===== src/rtl/cal_rtc_pkg.sv =====
package cal_rtc_pkg;

  localparam int NUM_FIELDS   = 7;
  localparam int NUM_KEYS     = 7;
  localparam int CTL_W        = NUM_FIELDS + 1;
  localparam int FI_W         = $clog2(NUM_FIELDS);

  // calendar field indices (shared by the time and alarm banks)
  localparam int F_YEAR = 0;
  localparam int F_MON  = 1;
  localparam int F_DOM  = 2;
  localparam int F_DOW  = 3;
  localparam int F_HOUR = 4;
  localparam int F_MIN  = 5;
  localparam int F_SEC  = 6;

  // register offsets
  localparam int OFS_CTRL     = 'h20;
  localparam int OFS_DEBOUNCE = 'h2C;
  localparam int OFS_IRQ      = 'h30;
  localparam int OFS_ALM_CTL  = 'h7C;
  localparam int BANK_BASE    = 'h40;
  localparam int BANK_STRIDE  = 'h20;
  localparam int FIELD_STRIDE = 4;
  localparam int KEY_FIRST    = 'h04;
  localparam int KEY_LAST     = 'h1C;
  localparam int STAT_BIT     = 4;

  function automatic int key_offset(input int step);
    return KEY_FIRST + 4 * step;
  endfunction

  function automatic logic [7:0] key_value(input int step);
    case (step)
      0:       return 8'hC6;
      1:       return 8'h9A;
      2:       return 8'h59;
      3:       return 8'hA3;
      4:       return 8'h57;
      5:       return 8'h67;
      default: return 8'hD2;
    endcase
  endfunction

endpackage


===== src/rtl/cal_rtc_unlock.sv =====
module cal_rtc_unlock
  import cal_rtc_pkg::*;
#(
  parameter int ADDR_W = 8
) (
  input  logic              clk,
  input  logic              rst_n,
  input  logic              wr_i,
  input  logic [ADDR_W-1:0] addr_i,
  input  logic [7:0]        wdata_i,
  output logic              unlocked_o
);

  localparam int STEP_W = $clog2(NUM_KEYS + 1);
  localparam logic [STEP_W-1:0] STEP_DONE = STEP_W'(NUM_KEYS);
  localparam logic [ADDR_W-1:0] A_KFIRST = ADDR_W'(KEY_FIRST);
  localparam logic [ADDR_W-1:0] A_KLAST  = ADDR_W'(KEY_LAST);

  logic [STEP_W-1:0] step_q, step_d;
  logic              step_en;
  logic              in_window;
  logic              key_ok;

  assign unlocked_o = (step_q == STEP_DONE);
  assign in_window  = wr_i && (addr_i >= A_KFIRST) && (addr_i <= A_KLAST);
  assign key_ok     = (addr_i == ADDR_W'(key_offset(int'(step_q)))) &&
                      (wdata_i == key_value(int'(step_q)));
  assign step_en    = in_window && !unlocked_o;

  always_comb begin
    if (key_ok) step_d = step_q + STEP_W'(1);
    else        step_d = '0;
  end

  always_ff @(posedge clk or negedge rst_n) begin
    if (!rst_n)       step_q <= '0;
    else if (step_en) step_q <= step_d;
  end

  // unlock completes only on the last key write in order
  assert_unlock_last_key_R2: assert property (@(posedge clk) disable iff (!rst_n)
    $rose(unlocked_o) |-> $past(wr_i && addr_i == A_KLAST && wdata_i == 8'hD2))
    else $error("unlock rose without final key");

  // once unlocked, stays unlocked
  assert_unlock_sticky_R2: assert property (@(posedge clk) disable iff (!rst_n)
    unlocked_o |=> unlocked_o)
    else $error("unlock dropped");

endmodule


===== src/rtl/cal_rtc_time.sv =====
module cal_rtc_time
  import cal_rtc_pkg::*;
#(
  parameter int FIELD_W  = 8,
  parameter int YEAR_MAX = 99
) (
  input  logic                                 clk,
  input  logic                                 rst_n,
  input  logic                                 tick_i,
  input  logic                                 run_i,
  input  logic                                 wr_en_i,
  input  logic [FI_W-1:0]                      wr_field_i,
  input  logic [FIELD_W-1:0]                   wr_data_i,
  output logic [NUM_FIELDS-1:0][FIELD_W-1:0]   time_o,
  output logic                                 adv_o
);

  typedef logic [FIELD_W-1:0] fld_t;

  localparam fld_t ONE = FIELD_W'(1);

  logic [NUM_FIELDS-1:0][FIELD_W-1:0] time_q, time_d, nxt;
  logic time_en;
  logic adv;
  logic adv_q;
  logic c_sec, c_min, c_hour, c_day, c_mon;
  fld_t dim;

  function automatic fld_t month_days(input fld_t yr, input fld_t mo);
    logic leap;
    leap = (yr[1:0] == 2'b00) && (yr != '0);
    if (mo == FIELD_W'(2))
      return leap ? FIELD_W'(29) : FIELD_W'(28);
    else if (mo == FIELD_W'(4) || mo == FIELD_W'(6) ||
             mo == FIELD_W'(9) || mo == FIELD_W'(11))
      return FIELD_W'(30);
    else
      return FIELD_W'(31);
  endfunction

  assign adv = run_i && tick_i;
  assign dim = month_days(time_q[F_YEAR], time_q[F_MON]);

  // next calendar value: whole carry chain resolved in one cycle
  always_comb begin
    nxt    = time_q;
    c_sec  = time_q[F_SEC]  >= FIELD_W'(59);
    c_min  = c_sec  && (time_q[F_MIN]  >= FIELD_W'(59));
    c_hour = c_min  && (time_q[F_HOUR] >= FIELD_W'(23));
    c_day  = c_hour && (time_q[F_DOM]  >= dim);
    c_mon  = c_day  && (time_q[F_MON]  >= FIELD_W'(12));
    nxt[F_SEC] = c_sec ? '0 : time_q[F_SEC] + ONE;
    if (c_sec)  nxt[F_MIN]  = c_min  ? '0 : time_q[F_MIN] + ONE;
    if (c_min)  nxt[F_HOUR] = c_hour ? '0 : time_q[F_HOUR] + ONE;
    if (c_hour) begin
      nxt[F_DOW] = (time_q[F_DOW] >= FIELD_W'(6)) ? '0 : time_q[F_DOW] + ONE;
      nxt[F_DOM] = c_day ? ONE : time_q[F_DOM] + ONE;
    end
    if (c_day)  nxt[F_MON]  = c_mon ? ONE : time_q[F_MON] + ONE;
    if (c_mon)  nxt[F_YEAR] = (time_q[F_YEAR] >= FIELD_W'(YEAR_MAX)) ? '0
                                                                     : time_q[F_YEAR] + ONE;
  end

  always_comb begin
    time_d = nxt;
    if (wr_en_i) begin
      time_d = time_q;
      time_d[wr_field_i] = wr_data_i;
    end
  end

  assign time_en = adv || wr_en_i;

  always_ff @(posedge clk or negedge rst_n) begin
    if (!rst_n) begin
      time_q         <= '0;
      time_q[F_MON]  <= ONE;
      time_q[F_DOM]  <= ONE;
    end else if (time_en) begin
      time_q <= time_d;
    end
  end

  always_ff @(posedge clk or negedge rst_n) begin
    if (!rst_n) adv_q <= 1'b0;
    else        adv_q <= adv;
  end

  assign time_o = time_q;
  assign adv_o  = adv_q;

  // stopped counter without a write holds
  assert_stop_hold_R4: assert property (@(posedge clk) disable iff (!rst_n)
    (!run_i && !wr_en_i) |=> $stable(time_q))
    else $error("time moved while stopped");

  // every running tick moves the seconds
  assert_tick_moves_R4: assert property (@(posedge clk) disable iff (!rst_n)
    (run_i && tick_i) |=> !$stable(time_q[F_SEC]))
    else $error("tick did not advance seconds");

  // a tick not ending a minute leaves minutes alone
  assert_no_false_carry_R6: assert property (@(posedge clk) disable iff (!rst_n)
    (run_i && tick_i && time_q[F_SEC] < FIELD_W'(59)) |=> $stable(time_q[F_MIN]))
    else $error("minutes changed without carry");

endmodule


===== src/rtl/cal_rtc_alarm.sv =====
module cal_rtc_alarm
  import cal_rtc_pkg::*;
#(
  parameter int FIELD_W = 8
) (
  input  logic                               clk,
  input  logic                               rst_n,
  input  logic [NUM_FIELDS-1:0][FIELD_W-1:0] time_i,
  input  logic                               adv_i,
  input  logic                               bank_wr_i,
  input  logic [FI_W-1:0]                    bank_field_i,
  input  logic [FIELD_W-1:0]                 bank_data_i,
  input  logic                               ctl_wr_i,
  input  logic [CTL_W-1:0]                   ctl_data_i,
  input  logic                               ack_i,
  output logic [NUM_FIELDS-1:0][FIELD_W-1:0] alarm_o,
  output logic [CTL_W-1:0]                   ctl_o,
  output logic                               status_o,
  output logic                               irq_o
);

  logic [NUM_FIELDS-1:0][FIELD_W-1:0] alm_q, alm_d;
  logic [CTL_W-1:0]                   ctl_q;
  logic [NUM_FIELDS-1:0]              fld_ok;
  logic                               status_q, status_d, status_en;
  logic                               hit;

  for (genvar f = 0; f < NUM_FIELDS; f++) begin : g_cmp
    assign fld_ok[f] = !ctl_q[f+1] || (time_i[f] == alm_q[f]);
  end

  assign hit = adv_i && ctl_q[0] && (&fld_ok);

  always_comb begin
    alm_d = alm_q;
    alm_d[bank_field_i] = bank_data_i;
  end

  always_ff @(posedge clk or negedge rst_n) begin
    if (!rst_n)         alm_q <= '0;
    else if (bank_wr_i) alm_q <= alm_d;
  end

  always_ff @(posedge clk or negedge rst_n) begin
    if (!rst_n)        ctl_q <= '0;
    else if (ctl_wr_i) ctl_q <= ctl_data_i;
  end

  // set has priority over a same-cycle acknowledge
  assign status_d  = hit;
  assign status_en = hit || ack_i;

  always_ff @(posedge clk or negedge rst_n) begin
    if (!rst_n)         status_q <= 1'b0;
    else if (status_en) status_q <= status_d;
  end

  assign alarm_o  = alm_q;
  assign ctl_o    = ctl_q;
  assign status_o = status_q;
  assign irq_o    = status_q && ctl_q[0];

  // status rises only after an enabled advance
  assert_status_cause_R10: assert property (@(posedge clk) disable iff (!rst_n)
    $rose(status_q) |-> $past(adv_i && ctl_q[0]))
    else $error("status set without enabled advance");

  // acknowledge without a concurrent advance clears status
  assert_ack_clears_R11: assert property (@(posedge clk) disable iff (!rst_n)
    (ack_i && !adv_i) |=> !status_q)
    else $error("status survived acknowledge");

  // clearing the master enable drops the interrupt
  assert_irq_off_R12: assert property (@(posedge clk) disable iff (!rst_n)
    (ctl_wr_i && !ctl_data_i[0]) |=> !irq_o)
    else $error("irq stayed after disable");

endmodule


===== src/rtl/cal_rtc.sv =====
module cal_rtc
  import cal_rtc_pkg::*;
#(
  parameter int ADDR_W   = 8,
  parameter int DATA_W   = 32,
  parameter int FIELD_W  = 8,
  parameter int YEAR_MAX = 99,
  parameter int DEB_W    = 3
) (
  input  logic              clk,
  input  logic              rst_n,
  input  logic              tick_i,
  input  logic              bus_wr_i,
  input  logic [ADDR_W-1:0] bus_addr_i,
  input  logic [DATA_W-1:0] bus_wdata_i,
  output logic [DATA_W-1:0] bus_rdata_o,
  output logic              irq_o
);

  localparam logic [ADDR_W-1:0] A_CTRL = ADDR_W'(OFS_CTRL);
  localparam logic [ADDR_W-1:0] A_DEB  = ADDR_W'(OFS_DEBOUNCE);
  localparam logic [ADDR_W-1:0] A_IRQ  = ADDR_W'(OFS_IRQ);
  localparam logic [ADDR_W-1:0] A_ACTL = ADDR_W'(OFS_ALM_CTL);

  logic                               unlocked;
  logic                               stop_q, stop_d, stop_en;
  logic [DEB_W-1:0]                   deb_q, deb_d;
  logic                               deb_en;
  logic [NUM_FIELDS-1:0]              hit_time, hit_alm;
  logic [FI_W-1:0]                    fidx;
  logic                               time_wr, alm_wr, ctl_wr, ack;
  logic [NUM_FIELDS-1:0][FIELD_W-1:0] time_q, alm_q;
  logic                               adv;
  logic [CTL_W-1:0]                   ctl;
  logic                               status;
  logic [DATA_W-1:0]                  rdata;
  logic                               unused_wdata;

  assign unused_wdata = ^bus_wdata_i[DATA_W-1:8];

  cal_rtc_unlock #(.ADDR_W(ADDR_W)) u_unlock (
    .clk        (clk),
    .rst_n      (rst_n),
    .wr_i       (bus_wr_i),
    .addr_i     (bus_addr_i),
    .wdata_i    (bus_wdata_i[7:0]),
    .unlocked_o (unlocked)
  );

  for (genvar f = 0; f < NUM_FIELDS; f++) begin : g_dec
    assign hit_time[f] = bus_addr_i == ADDR_W'(BANK_BASE + FIELD_STRIDE * f);
    assign hit_alm[f]  = bus_addr_i == ADDR_W'(BANK_BASE + BANK_STRIDE + FIELD_STRIDE * f);
  end

  always_comb begin
    fidx = '0;
    for (int i = 0; i < NUM_FIELDS; i++) begin
      if (hit_time[i] || hit_alm[i]) fidx = FI_W'(i);
    end
  end

  assign time_wr = bus_wr_i && unlocked && stop_q && (|hit_time);
  assign alm_wr  = bus_wr_i && unlocked && (|hit_alm);
  assign ctl_wr  = bus_wr_i && unlocked && (bus_addr_i == A_ACTL);
  assign ack     = bus_wr_i && (bus_addr_i == A_IRQ) && bus_wdata_i[STAT_BIT];

  // control and debounce registers
  assign stop_en = bus_wr_i && unlocked && (bus_addr_i == A_CTRL);
  assign stop_d  = bus_wdata_i[0];
  assign deb_en  = bus_wr_i && unlocked && (bus_addr_i == A_DEB);
  assign deb_d   = bus_wdata_i[DEB_W-1:0];

  always_ff @(posedge clk or negedge rst_n) begin
    if (!rst_n)       stop_q <= 1'b1;
    else if (stop_en) stop_q <= stop_d;
  end

  always_ff @(posedge clk or negedge rst_n) begin
    if (!rst_n)      deb_q <= '0;
    else if (deb_en) deb_q <= deb_d;
  end

  cal_rtc_time #(.FIELD_W(FIELD_W), .YEAR_MAX(YEAR_MAX)) u_time (
    .clk        (clk),
    .rst_n      (rst_n),
    .tick_i     (tick_i),
    .run_i      (unlocked && !stop_q),
    .wr_en_i    (time_wr),
    .wr_field_i (fidx),
    .wr_data_i  (bus_wdata_i[FIELD_W-1:0]),
    .time_o     (time_q),
    .adv_o      (adv)
  );

  cal_rtc_alarm #(.FIELD_W(FIELD_W)) u_alarm (
    .clk          (clk),
    .rst_n        (rst_n),
    .time_i       (time_q),
    .adv_i        (adv),
    .bank_wr_i    (alm_wr),
    .bank_field_i (fidx),
    .bank_data_i  (bus_wdata_i[FIELD_W-1:0]),
    .ctl_wr_i     (ctl_wr),
    .ctl_data_i   (bus_wdata_i[CTL_W-1:0]),
    .ack_i        (ack),
    .alarm_o      (alm_q),
    .ctl_o        (ctl),
    .status_o     (status),
    .irq_o        (irq_o)
  );

  // read decode
  always_comb begin
    rdata = '0;
    if (bus_addr_i == A_CTRL)      rdata[0] = stop_q;
    else if (bus_addr_i == A_DEB)  rdata[DEB_W-1:0] = deb_q;
    else if (bus_addr_i == A_IRQ)  rdata[STAT_BIT] = status;
    else if (bus_addr_i == A_ACTL) rdata[CTL_W-1:0] = ctl;
    else begin
      for (int i = 0; i < NUM_FIELDS; i++) begin
        if (hit_time[i]) rdata[FIELD_W-1:0] = time_q[i];
        if (hit_alm[i])  rdata[FIELD_W-1:0] = alm_q[i];
      end
    end
  end

  assign bus_rdata_o = rdata;

  // writes while locked leave control and debounce untouched
  assert_locked_ignored_R2: assert property (@(posedge clk) disable iff (!rst_n)
    (!unlocked && bus_wr_i) |=> ($stable(stop_q) && $stable(deb_q) && $stable(ctl)))
    else $error("locked write took effect");

endmodule


===== config.mk =====
export PLATFORM = sky130hd
export DESIGN_NAME = cal_rtc
export DESIGN_NICKNAME = d
export VERILOG_FILES = /design/src/rtl/cal_rtc_pkg.sv /design/src/rtl/cal_rtc_unlock.sv /design/src/rtl/cal_rtc_time.sv /design/src/rtl/cal_rtc_alarm.sv /design/src/rtl/cal_rtc.sv
export SDC_FILE = /design/constraint.sdc
export NUM_CORES = 1
export LEC_CHECK = 0
export ABC_AREA = 1
export BUFFER_PORTS_ARGS = -buffer_cell sky130_fd_sc_hd__buf_2
export CORE_ASPECT_RATIO = 1.75
export CORE_UTILIZATION = 60
export DETAILED_ROUTE_END_ITERATION = 6
export PLACE_DENSITY = 0.8
export SYNTH_ARGS = -nofsm -noshare
export SYNTH_HDL_FRONTEND = slang
export SYNTH_SLANG_ARGS = --single-unit

===== constraint.sdc =====
create_clock -name clk -period 3.95 [get_ports clk]
set_clock_uncertainty 0.1 [all_clocks]
set_input_delay 0.5925 -clock clk [delete_from_list [all_inputs] [get_ports clk]]
set_output_delay 0.5925 -clock clk [all_outputs]
set_load 0.005 [all_outputs]

-- Yosys cells after proc, flatten, opt, wreduce, memory -nomap -nowiden
Cells that the tools add are included.
Widths: inputs -> output; s select.
- order comparisons: 11
- add/subtract/negate cells: 9
- multiplexer cells: 50
- equality and inequality tests: 38
- reductions and logical operators: 67
- operator list (cell ; number):
    $mux 8 ; 28
    $eq 8x7->1 const B ; 15
    $bwmux 56 ; 2
    $eq 8x8->1 ; 9
    $add 8x1->8 const B ; 7
    $mux 56 ; 1
    $pmux 8 s6 ; 1
    $demux 8 s3 ; 1
    $eq 8x6->1 const B ; 3
    $logic_and 1x1->1 ; 24
    $logic_or 1x1->1 ; 18
    $mux 3 ; 6
    $eq 8x3->1 const B ; 2
    $eq 8x4->1 const B ; 2
    $ge 8x3->1 const B ; 2
    $ge 8x6->1 const B ; 2
    $mux 16 ; 1
    $reduce_or 7->1 ; 2
    $reduce_and 2->1 ; 5
    $reduce_bool 2->1 ; 5
    $eq 3x3->1 const B ; 3
    $logic_not 1->1 ; 9
    $eq 8x2->1 const B ; 1
    $ge 8x4->1 const B ; 1
    other kinds (19) ; 25
- input bits: 44
- output and inout bits: 33
- word-level logic and storage cells: 195
- register bits: 129

-- Depth between registers and ports, before layout
- depth after elaboration: 19
- mapped depth: 19
- mapped depth without buffers: 18

-- By module
A second synthesis with hierarchy kept.
- cells, all modules: 1372
- area total of the unflattened synthesis: 9544.2 um^2
- modules (own cells, without submodules) (module ; times used ; cells an instance ; sequential area each (um^2) ; area each (um^2)):
    cal_rtc_time ; 1 ; 462 ; 1428.9 ; 3559.7
    cal_rtc_alarm ; 1 ; 419 ; 1626.6 ; 3488.3
    cal_rtc ; 1 ; 377 ; 101.3 ; 1851.8
    cal_rtc_unlock ; 1 ; 114 ; 75.1 ; 644.4

-- Worst setup path after synthesis
No wires, ideal clock.
- path kind: flip-flop to flip-flop
- from: register u_time.time_q, in the netlist u_time.time_o[8]
- to: register u_time.time_q, in the netlist u_time.time_o[3]
- path buffers: 1
- data required time: 3.722 ns
- slack: 1.157 ns
- clock period less this slack: 2.793 ns
- library setup time: 0.128 ns
- arrival: 2.565 ns
- stages on the path, launching flop included: 16
- path through: dfstp_2 > ha_1 > nor3_1 > o41ai_1 > inv_1 > ha_1 > inv_1 > a21boi_0 > o21ai_0 > nand3_1 > o21ai_1 > nand2_2 > nand2_1 > a211oi_4 > buf_6 > o21ai_0
- cells in the longest elaborated chain, start to end: 11
- elaborated cells on any way between the ends: 16
- classes of those cells: order compare: 2; eq/ne: 5; mux: 2; reduce/logical: 7
- RTL lines (what ; line ; RTL):
    from (decl) ; cal_rtc_time.sv:22 ; logic [NUM_FIELDS-1:0][FIELD_W-1:0] time_q, time_d, nxt;
    from (signal assigned) ; cal_rtc_time.sv:80 ; time_q <= time_d;
    $eq 8x3->1 ; cal_rtc_time.sv:34 ; else if (mo == FIELD_W'(4) || mo == FIELD_W'(6) ||
    $logic_or 1x1->1 (2 in a row) ; cal_rtc_time.sv:34 ;
    $logic_or 1x1->1 ; cal_rtc_time.sv:35 ; mo == FIELD_W'(9) || mo == FIELD_W'(11))
    $mux 1 ; cal_rtc_time.sv:34 ;
    $mux 8 ; cal_rtc_time.sv:32 ; if (mo == FIELD_W'(2))
    $ge 8x8->1 ; cal_rtc_time.sv:50 ; c_day = c_hour && (time_q[F_DOM] >= dim);
    $logic_and 1x1->1 ; cal_rtc_time.sv:50 ;
    $logic_and 1x1->1 (*) ; cal_rtc_time.sv:51 ; c_mon = c_day && (time_q[F_MON] >= FIELD_W'(12));
    $reduce_bool 2->1 (no source line) (*) ; n/a ;
    $reduce_and 2->1 (no source line) (*) ; n/a ;
Mark *: on every way between the ends. The rest lies on a longest branch, timed or not.
A chain may end at the register's enable or synchronous reset.

-- Worst setup path after layout
- from: input bus_addr_i[1]
- to: output bus_rdata_o[3]
- cells in the longest elaborated chain, start to end: 19
- elaborated cells on any way between the ends: 36
- classes of those cells: eq/ne: 18; mux: 18
- RTL lines (what ; line ; RTL):
    from (decl) ; cal_rtc.sv:14 ; input logic [ADDR_W-1:0] bus_addr_i,
    $eq 8x7->1 ; cal_rtc.sv:51 ; assign hit_time[f] = bus_addr_i == ADDR_W'(BANK_BASE + FIELD_STRIDE * f);
    $mux 8 ; cal_rtc.sv:121 ; if (hit_time[i]) rdata[FIELD_W-1:0] = time_q[i];
    $mux 8 ; cal_rtc.sv:122 ; if (hit_alm[i]) rdata[FIELD_W-1:0] = alm_q[i];
    $mux 8 ; cal_rtc.sv:121 ;
    $mux 8 ; cal_rtc.sv:122 ;
    $mux 8 ; cal_rtc.sv:121 ;
    $mux 8 ; cal_rtc.sv:122 ;
    $mux 8 ; cal_rtc.sv:121 ;
    [3 not listed] ; n/a ;
    $mux 8 ; cal_rtc.sv:121 ;
    $mux 8 ; cal_rtc.sv:122 ;
    $mux 8 ; cal_rtc.sv:121 ;
    $mux 8 ; cal_rtc.sv:122 ;
    $mux 8 ; cal_rtc.sv:118 ; else if (bus_addr_i == A_ACTL) rdata[CTL_W-1:0] = ctl;
    $mux 4 ; cal_rtc.sv:117 ; else if (bus_addr_i == A_IRQ) rdata[STAT_BIT] = status;
    $mux 5 ; cal_rtc.sv:116 ; else if (bus_addr_i == A_DEB) rdata[DEB_W-1:0] = deb_q;
    $mux 7 (*) ; cal_rtc.sv:115 ; if (bus_addr_i == A_CTRL) rdata[0] = stop_q;
    to (decl) ; cal_rtc.sv:16 ; output logic [DATA_W-1:0] bus_rdata_o,
Marked as above.

==> run_results.csv <==
group,metric,value,unit
place,hpwl,20700,um
sta,rsz0062_at_grt,"no",
worst_setup_path,crit_chain,"buf_2 > nor2_4 > nand3_2 > nor2_1 > nor2_2 > o211ai_1 > nand2_1 > nand3b_1 > nand2_1 > nand2_1 > nand2_1 > nand3_1 > nand2_1 > inv_1 > buf_2",
power_and_ir_drop,power.density,324,nW/um2
clock_tree,cts_made_buffers,17,
sta,finalSetupTns,0,ps
final_layout,fill_cells,1258,
sta,max_freq,277,MHz
routing,drt_pass1_iterations,6,
clock_tree,clock_sinks,129,
floorplanning,fp.dieW,92.9,um
place,gp_congestion,1.05,
flow_run,maxCapViolations,0,
final_layout,nNetsFinal,1263,
clock_tree,cts_tree,"built",
worst_setup_path,worst-path-max-fanout,11,
routing,drt-initial-drc-count,724,
synthesis,yosys.area.top_type_share,36.4,%
floorplanning,initial_core_util,62.0,%
final_layout,final_cell_area,9510,um2
clock_tree,h-tree-depth,4,
power_and_ir_drop,p_leak,4.41,nW
routing,vias,8440,
final_layout,num_antenna_cells,0,
worst_setup_path,worstPathArrival,2910,ps
clock_tree,clkTransAtPathRegs,60,ps
synthesis,synth-edff-count,0,
worst_setup_path,cp_slowest_stage_delay,440,ps
worst_setup_path,critPathTopFamily,"simple AND/OR/NAND/NOR gates",
global_routing,grt_antenna_before_repair,0,
synthesis,synth-seq-area-share,37.3,%
routing,viasPerCell,6.09,
synthesis,syn_area,8670,um2
global_routing,grt_pass1_wl,44900,um
floorplanning,dieHeight,161,um
global_routing,grt_pass1_vias,8306,
routing,postRouteAntennaNets,0,
global_routing,gr-usage-all-layers,40.5,%
synthesis,avgSynthCellArea,7.45,um2
status,status,"complete, no violations",
global_routing,grt_max_degree,74,
clock_tree,cts_root_buffer,"clkbuf_16",
synthesis,synth-seq-cells,129,
synthesis,yosys_warnings,0,
worst_setup_path,cp_slowest_cell,"nor2_1",
worst_setup_path,cp_common_cell,"nand2_1",
worst_setup_path,crit_buf_inv,3,
synthesis,netlist_top_cells_area,"dfrtp_1, nand2_1, o21ai_0, inv_1, xnor2_1",
clock_tree,clk_latency,440,ps
clock_tree,post_cts.repair.setup_buffers,0,
routing,wl_per_cell,20.6,um
sta,layout_min_cycle_time,3610,ps
synthesis,synthTopCellsByCount,"nand2_1, inv_1, o21ai_0",
place,port_buffers,28,
floorplanning,dieArea,15000,um2
place,placed_area,8920,um2
floorplanning,io_pins,77,
synthesis,synth.most_common_cell,"nand2_1",
worst_setup_path,worstPathRequired,3260,ps
routing,drc,0,
sta,slew_headroom,20.2,%
sta,period_share,91.3,%
floorplanning,core,14000,um2
worst_setup_path,worstSetupEndpointType,"output port",
hold_path,hp-class,"input pin to async pin",
final_layout,area_delta_synth_final,9.74,%
sta,timing.hold.ws,124,ps
synthesis,ys_types,58,
worst_setup_path,cp.depth,15,
sta,tightest_slew,1180,ps
sta,hold_viol_final,0,
floorplanning,std_cell_rows,57,
sta,setup_viol,0,
clock_tree,max-clock-path-buffers,2,
synthesis,syn-instance-count,1163,
synthesis,netlist.top_cell.by_area,"dfrtp_1",
synthesis,synth_ff_type,"dfrtp_1",
global_routing,grt-ovfl-total,0,
clock_tree,hold_buffers,0,
power_and_ir_drop,irDropWorstVdd,0.245,mV
synthesis,async_flop_share,100,%
sta,slew_viol_final,0,
final_layout,layout-drive-gt1-share,11.7,%
worst_setup_path,ff2ff_path_depth,16,
worst_setup_path,critical_path_class,"input pin to output port",
worst_setup_path,startpoint_type,"input pin",
routing,routed_wirelength,28500,um
clock_tree,cts-resized-gates,0,
[placed cells by master, fill, tap and decap left out, types with 13 or more instances in the layout]
| cell | synthesis | final |
|---|---|---|
| nand2_1 | 303 | 303 |
| a21oi_1 | 20 | 20 |
| xor2_1 | 13 | 13 |
| o21ai_0 | 130 | 130 |
| inv_1 | 137 | 137 |
| buf_2 | 10 | 27 |
| ha_1 | 24 | 24 |
| dfrtp_1 | 126 | 126 |
| o22ai_1 | 29 | 29 |
| xnor2_1 | 35 | 35 |
| clkbuf_16 | 0 | 17 |
| nor2_1 | 60 | 60 |
| nand4_1 | 14 | 14 |
| buf_4 | 25 | 16 |
| nand3_1 | 55 | 55 |
| conb_1 | 1 | 24 |
[path summary, 6_finish.rpt]
| check | from | endpoint | slack (ps) |
|---|---|---|---|
| hold / removal | rst_n | u_time.time_o[35]$_DFFE_PN0P_ | 120 |
| hold reg to reg | u_alarm.alarm_o[21]$_DFFE_PN0P_ | u_alarm.alarm_o[21]$_DFFE_PN0P_ | 400 |
| max in group asynchronous | rst_n | stop_q$_DFFE_PN1P_ | 2740 |
| setup / recovery | bus_addr_i[1] | bus_rdata_o[3] | 340 |
| min in group clk | tick_i | u_time.adv_o$_DFF_PN0_ | 320 |
| setup reg to reg | u_time.time_o[8]$_DFFE_PN1P_ | u_time.time_o[0]$_DFFE_PN0P_ | 520 |
[per-layer routing]
layer  up-vias  wire [um]  track usage [%]
met4         0       2640             33.4
met3       158       2220             6.69
met2       457      13800             66.7
met1      3941       9800             45.1
met5         -          0                0
li1       3884          -                -
[logic make-up (layout without fill, tap and decap cells)]
logic type | count (synthesis) | after routing | share of synthesized area, %
compound gates | 260 | 260 | 18.5
other cells | 1 | 24 | 0.0433
mux | 2 | 2 | 0.245
simple gates | 493 | 493 | 25.2
xor+xnor | 48 | 48 | 4.85
buf+inv | 206 | 228 | 10.4
fa+ha+maj | 24 | 24 | 3.46
flops | 129 | 129 | 37.3
[power by group]
part / total [mW] / switching (mW) / internal, mW
logic: 0.136 / 0.109 / 0.0274
clock network: 1.62 / 0.663 / 0.957
registers: 1.32 / 0.000321 / 1.32
[state kept, by name, indices dropped and copies added (netlist names)]
signal            flops
u_alarm.alarm_o      56
u_time.time_o        56
u_alarm.ctl_o         8
deb_q                 3
u_unlock.step_q       3
stop_q                1
u_alarm.status_o      1
u_time.adv_o          1
[metrics by stage]
| step | util, % | total power [mW] | instances | worst slack [ps] |
|---|---|---|---|---|
| 3_5_place_dp | 63.8 | 1.48 | 1353 | 515 |
| 2_1_floorplan | - | 1.42 | 1186 | 1160 |
| 3_3_place_gp | 63.8 | 1.48 | 1353 | 554 |
| 5_1_grt | 68.1 | 3.14 | 1385 | 219 |
| 4_1_cts | 68.1 | 3.08 | 1385 | 509 |
| 6_report | 68.1 | 3.08 | 1385 | 343 |
[layout make-up]
class / instances / area [um2] / share of cell area (%)
Tap cell: 177 / 221 / 2.33
Clock buffer: 19 / 443 / 4.66
Multi-Input combinational cell: 851 / 4620 / 48.6
Sequential cell: 129 / 3230 / 34.0
Inverter: 152 / 572 / 6.01
Timing Repair Buffer: 44 / 275 / 2.89
Clock inverter: 13 / 150 / 1.58
Note: power is estimated with default switching activity, not from simulation.
